===== config.mk =====
export PLATFORM = sky130hd
export DESIGN_NAME = mixport_top
export DESIGN_NICKNAME = d
export VERILOG_FILES = /design/src/rtl/mixport_pkg.sv /design/src/rtl/mixport_regs.sv /design/src/rtl/mixport_pinmux.sv /design/src/rtl/mixport_top.sv
export SDC_FILE = /design/constraint.sdc
export NUM_CORES = 1
export LEC_CHECK = 0
export BUFFER_PORTS_ARGS = -buffer_cell sky130_fd_sc_hd__buf_2
export CAP_MARGIN = 10
export CORE_UTILIZATION = 36
export CTS_CLUSTER_DIAMETER = 150
export DETAILED_ROUTE_END_ITERATION = 8
export PLACE_DENSITY_LB_ADDON = 0.15
export SYNTH_ARGS = -nofsm -noshare
export SYNTH_HDL_FRONTEND = slang
export SYNTH_SLANG_ARGS = --single-unit

===== constraint.sdc =====
create_clock -name clk -period 2.1 [get_ports clk]
set_clock_uncertainty 0.05 [all_clocks]
set_input_delay 0.42 -clock clk [delete_from_list [all_inputs] [get_ports clk]]
set_output_delay 0.42 -clock clk [all_outputs]
set_load 0.05 [all_outputs]

===== src/rtl/mixport_pkg.sv =====
package mixport_pkg;

    localparam int PORT_W = 8;
    localparam int OVR_LO = 3;              // lowest pin a timer may claim
    localparam int CH1_W  = PORT_W - OVR_LO; // channel 1 covers pins 3..7
    localparam int DED_W  = 4;              // dedicated channels cover pins 3..6
    localparam int CTRL_DIR7 = 7;
    localparam int CTRL_DIR3 = 3;
    localparam int CTRL_SEL3 = 2;           // 1 = pin 3 used for output compare

    typedef enum logic [1:0] {
        ROLE_IN    = 2'd0,
        ROLE_OUT   = 2'd1,
        ROLE_BIDIR = 2'd2
    } pin_role_e;

    typedef struct packed {
        logic en;
        logic val;
    } claim_t;

    function automatic pin_role_e pin_role(input int idx);
        if (idx < 3)       return ROLE_IN;
        else if (idx == 3) return ROLE_BIDIR;
        else if (idx < 7)  return ROLE_OUT;
        else               return ROLE_BIDIR;
    endfunction

    // channel 1 has priority over a dedicated channel
    function automatic claim_t merge_claim(input claim_t gen, input claim_t ded);
        claim_t r;
        r.en  = gen.en | ded.en;
        r.val = gen.en ? gen.val : ded.val;
        return r;
    endfunction

endpackage


===== src/rtl/mixport_regs.sv =====
module mixport_regs
    import mixport_pkg::*;
#(
    parameter int              ADDR_W   = 6,
    parameter logic [ADDR_W-1:0] DATA_OFS = 'h00,
    parameter logic [ADDR_W-1:0] CTRL_OFS = 'h26
) (
    input  logic              clk,
    input  logic              rst,
    input  logic              bus_sel,
    input  logic              bus_wr,
    input  logic [ADDR_W-1:0] bus_addr,
    input  logic [PORT_W-1:0] bus_wdata,
    input  logic [PORT_W-1:0] pin_view,
    output logic [PORT_W-1:0] bus_rdata,
    output logic [PORT_W-1:0] latch_q,
    output logic [PORT_W-1:0] ctrl_q
);

    logic wr_data, wr_ctrl;
    assign wr_data = bus_sel && bus_wr && (bus_addr == DATA_OFS);
    assign wr_ctrl = bus_sel && bus_wr && (bus_addr == CTRL_OFS);

    always_ff @(posedge clk) begin
        if (rst)          ctrl_q <= '0;
        else if (wr_ctrl) ctrl_q <= bus_wdata;
    end

    for (genvar i = 0; i < PORT_W; i++) begin : g_lat
        if (pin_role(i) == ROLE_IN) begin : g_none
            assign latch_q[i] = 1'b0;
        end else begin : g_store
            logic q;
            always_ff @(posedge clk) begin
                if (rst)          q <= 1'b0;
                else if (wr_data) q <= bus_wdata[i];
            end
            assign latch_q[i] = q;
        end
    end

    always_comb begin
        if (bus_addr == DATA_OFS)      bus_rdata = pin_view;
        else if (bus_addr == CTRL_OFS) bus_rdata = ctrl_q;
        else                           bus_rdata = '0;
    end

    AST_CTRL_WRITE: assert property (@(posedge clk) disable iff (rst)
        (bus_sel && bus_wr && bus_addr == CTRL_OFS) |=> ctrl_q == $past(bus_wdata));

    AST_LATCH_WRITE: assert property (@(posedge clk) disable iff (rst)
        (bus_sel && bus_wr && bus_addr == DATA_OFS) |=> latch_q[7:3] == $past(bus_wdata[7:3]));

endmodule


===== src/rtl/mixport_pinmux.sv =====
module mixport_pinmux
    import mixport_pkg::*;
(
    input  logic              clk,
    input  logic              rst,
    input  logic [PORT_W-1:0] latch_q,
    input  logic [PORT_W-1:0] ctrl_q,
    input  logic [PORT_W-1:0] pin_in,
    input  logic [CH1_W-1:0]  ch1_mask,
    input  logic [CH1_W-1:0]  ch1_data,
    input  logic [DED_W-1:0]  ded_en,
    input  logic [DED_W-1:0]  ded_val,
    output logic [PORT_W-1:0] pin_out,
    output logic [PORT_W-1:0] pin_oe,
    output logic [PORT_W-1:0] pin_view
);

    for (genvar i = 0; i < PORT_W; i++) begin : g_pin
        if (pin_role(i) == ROLE_IN) begin : g_in
            assign pin_out[i] = 1'b0;
            assign pin_oe[i]  = 1'b0;
        end else begin : g_drv
            logic   gate;
            logic   dir;
            claim_t gen_c, ded_c, win_c;
            if (i == 3) begin : g_p3
                assign gate = ctrl_q[CTRL_SEL3];
                assign dir  = ctrl_q[CTRL_DIR3];
            end else if (i == 7) begin : g_p7
                assign gate = 1'b1;
                assign dir  = ctrl_q[CTRL_DIR7];
            end else begin : g_po
                assign gate = 1'b1;
                assign dir  = 1'b1;
            end
            assign gen_c.en  = gate & ch1_mask[i-OVR_LO];
            assign gen_c.val = ch1_data[i-OVR_LO];
            if (i - OVR_LO < DED_W) begin : g_ded
                assign ded_c.en  = gate & ded_en[i-OVR_LO];
                assign ded_c.val = ded_val[i-OVR_LO];
            end else begin : g_noded
                assign ded_c = '0;
            end
            assign win_c      = merge_claim(gen_c, ded_c);
            assign pin_out[i] = win_c.en ? win_c.val : latch_q[i];
            assign pin_oe[i]  = win_c.en | dir;
        end
        assign pin_view[i] = pin_oe[i] ? pin_out[i] : pin_in[i];
    end

    AST_CH1_WINS: assert property (@(posedge clk) disable iff (rst)
        ch1_mask[2] |-> (pin_oe[5] && pin_out[5] == ch1_data[2]));

    AST_DED_CLAIM: assert property (@(posedge clk) disable iff (rst)
        (ded_en[2] && !ch1_mask[2]) |-> (pin_out[5] == ded_val[2]));

    AST_P3_GATED: assert property (@(posedge clk) disable iff (rst)
        (!ctrl_q[CTRL_SEL3] && !ctrl_q[CTRL_DIR3]) |-> !pin_oe[3]);

endmodule


===== src/rtl/mixport_top.sv =====
module mixport_top
    import mixport_pkg::*;
#(
    parameter int                ADDR_W   = 6,
    parameter logic [ADDR_W-1:0] DATA_OFS = 'h00,
    parameter logic [ADDR_W-1:0] CTRL_OFS = 'h26
) (
    input  logic              clk,
    input  logic              rst,
    input  logic              bus_sel,
    input  logic              bus_wr,
    input  logic [ADDR_W-1:0] bus_addr,
    input  logic [PORT_W-1:0] bus_wdata,
    output logic [PORT_W-1:0] bus_rdata,
    input  logic [PORT_W-1:0] pin_in,
    output logic [PORT_W-1:0] pin_out,
    output logic [PORT_W-1:0] pin_oe,
    input  logic [CH1_W-1:0]  ch1_mask,
    input  logic [CH1_W-1:0]  ch1_data,
    input  logic [DED_W-1:0]  ded_en,
    input  logic [DED_W-1:0]  ded_val,
    output logic              pacc_in
);

    logic [PORT_W-1:0] latch_q, ctrl_q, pin_view;

    mixport_regs #(.ADDR_W(ADDR_W), .DATA_OFS(DATA_OFS), .CTRL_OFS(CTRL_OFS)) u_regs (
        .clk(clk), .rst(rst), .bus_sel(bus_sel), .bus_wr(bus_wr),
        .bus_addr(bus_addr), .bus_wdata(bus_wdata), .pin_view(pin_view),
        .bus_rdata(bus_rdata), .latch_q(latch_q), .ctrl_q(ctrl_q)
    );

    mixport_pinmux u_pinmux (
        .clk(clk), .rst(rst), .latch_q(latch_q), .ctrl_q(ctrl_q), .pin_in(pin_in),
        .ch1_mask(ch1_mask), .ch1_data(ch1_data), .ded_en(ded_en), .ded_val(ded_val),
        .pin_out(pin_out), .pin_oe(pin_oe), .pin_view(pin_view)
    );

    assign pacc_in = pin_in[7];

endmodule


==> metrics.txt <==
io pins=between 60 and 70; Yosys Warn Count=0; GRT Total Usage=roughly 18%; Setup WS post-layout=approximately 68 ps; Cell Int Power=between 0.0003 and 0.0004 W; Distinct cells, synth=22; Remaining Overflow, GRT=0; Synth area leaders=dfxtp_1 32%, mux2i_1 20%, buf_4 9.3%; CTS tree=done; Worst Path Required=~1600 ps; Mapped Cells=just under 100; CP max FO=8; Residual DRC=0; ANT cells=0; Post-Route Utilization=between 50 and 60%; Initial Utilization=around two fifths; dpl ws=-19.2 ps; crit end category=output port; IR drop worst, VDD=approximately 0.38 mV; area share of the largest cell type after synthesis=roughly a third; Synth Register Bits=13; vias per inst=about 4.8; crit path DAT=1560 ps; total leakage power=0.639 nW; post-synthesis sequential area ratio=32.1%; status=complete, no violations; CTS buffer count=3; Switch Pwr=approximately 0.00018 W; Final min period=approximately 2000 ps; Core ar.=0.00204 mm2; worst hold path class=in -> reg; routed vias=between 800 and 900; largest area contributor in the netlist=dfxtp_1; Detail Route Antenna Nets=0; DR pass1 iterations=4; DRT iter0 DRCs=9; htree depth=1; DIE AREA=0.00245 mm2; first-pass GRT wire length=between 3 and 4 mm; area grow syn2layout=48.1%; number of synthesized flops with an enable pin=0; Crit path top cell by count=buf_2; Worst path max stage delay=400 ps; routed wire length=2.07 mm; CP cell instances=buf_2 -> or3_4 -> nor2_4 -> buf_6 -> a22o_2 -> buf_2; Post-Syn Area=roughly 810 um2; Net Sw Frac=between 30% and 40%; Crit Path Category=in -> out; Clk pwr share=27.9%; Port Buffer Count=56; fmax=~0.49 GHz; Final Hold Viols=0; clk_lat worst skew=between 200 and 300 ps; site row count=16; layout cell share with drive strength beyond 1=between 50 and 60%; startpoint types=primary input; Clock Tree Buf Depth=2; Mean Syn Cell Area=~8.4 um2; Top FF cell, synth=dfxtp_1; crit share post-route=roughly 97%; register share of total power=between 40% and 50%; vias in the first global route=approximately 850; # nets final=201; Non-Filler Instances=183; RSZ-0062 raised after global routing=no; Max stage delay cell, worst path=or3_4; # setup viols final=0; Root Driver=clkbuf_4; Final HPWL DP=between 1.5 and 2 mm; clock sinks=13; crit-path leading delay family=buffers and inverters; WL/cell=between 10 and 15 um; largest net degree at the start of global routing=14; top-count cell post-synth=mux2i_1; Comb pwr share=between 20% and 30%; synth cell count leaders=16 x mux2i_1, 15 x nor2_1, 13 x dfxtp_1; WP buf/inv=3; setup bufs post-CTS=0; placed insts=179; Die X=49.5 um; RePlAce Congestion=approximately 0.71; Die Y=49.5 um; total power=between 0.0005 and 0.0006 W; Post-synth ARST share=0%; clock slew at reported path FFs=80 ps; max-cap violations=0; power density cells=approximately 460 mW/mm2; Slew Limit Fails=0; antenna violations before repair=0
-- per-layer routing --
| metal | global-route usage [%] | vias to the layer above | wire, um |
|---|---|---|---|
| li1 | - | 437 | - |
| met1 | 20.2 | 402 | 826 |
| met2 | 34.9 | 41 | 1110 |
| met3 | 2.16 | 0 | 128 |
| met4 | 5.71 | 0 | 0 |
| met5 | 0 | - | 0 |
-- per-stage QoR --
stage	cell area, um2	hold slack (ps)	TNS (ps)
global route	1200	350	0
floorplan	860	411	-197
detailed placement	1130	438	-19.2
finish	1200	333	0
CTS	1160	324	0
global placement	1130	426	0
-- cell usage in the layout, fill, tap and decap left out, types with 3 or more instances in the layout --
cell / n
a22o_1: 4
buf_2: 54
buf_6: 3
clkbuf_4: 3
conb_1: 9
dfxtp_1: 12
inv_1: 4
mux2i_1: 16
nand2_1: 7
nand3_1: 3
nor2_1: 14
o21ai_2: 4
-- area by class of cell --
type                            instances  area, um2
Tap cell                               27       33.8
Multi-Input combinational cell         75        526
Inverter                                4       15.0
Clock buffer                            4       26.3
Sequential cell                        13        262
Timing Repair Buffer                   60        339
Fill cell                             199        841
-- tightest hold or removal path, stage by stage --
cell and delay [ps]:
buf_2 70, mux2i_1 50, nor2_1 70
-- registers in the layout, summed over array words and instances (netlist names) --
signal	cells
u_regs.ctrl_q	8
u_regs.g_lat.g_store.q	5
-- cell families (layout without fill, tap and decap cells) --
group | Yosys count | in the layout | share of synthesized area, %
mux | 16 | 16 | 19.8
other cells | 2 | 9 | 0.926
compound gates | 16 | 16 | 14.2
simple gates | 34 | 34 | 21.0
buf+inv | 16 | 68 | 12.0
flops | 13 | 13 | 32.1
-- final timing paths --
check | from | end | slack [ps] | cells after the start
worst max-delay path | bus_addr[4] | bus_rdata[5] | 70 | 6
worst min-delay path | bus_wdata[2] | u_regs.ctrl_q[2] | 330 | 3
worst max register to register | u_regs.ctrl_q[3] | u_regs.ctrl_q[3] | 1400 | 2
worst min register to register | u_regs.g_lat[4].g_store.q | u_regs.g_lat[4].g_store.q | 450 | 2
-- what timing repair did --
item,4_1_cts,5_1_grt
setup endpoints to repair,2,4
hold buffers,0,0
resized for setup,2,9
pin swaps,0,3
cloned,0,0
hold endpoints to repair,0,0
-- power by group through the flow --
stage	clock [W]	combinational [W]	sequential (W)
after floorplan	0	0.000104	0.000253
after global placement	0	0.000141	0.000253
after detailed placement	0	0.000145	0.000253
after CTS	0.000159	0.000145	0.000247
after global routing	0.000171	0.000157	0.000247
final	0.000153	0.000148	0.000247
Power figures use the tool's default switching activity.
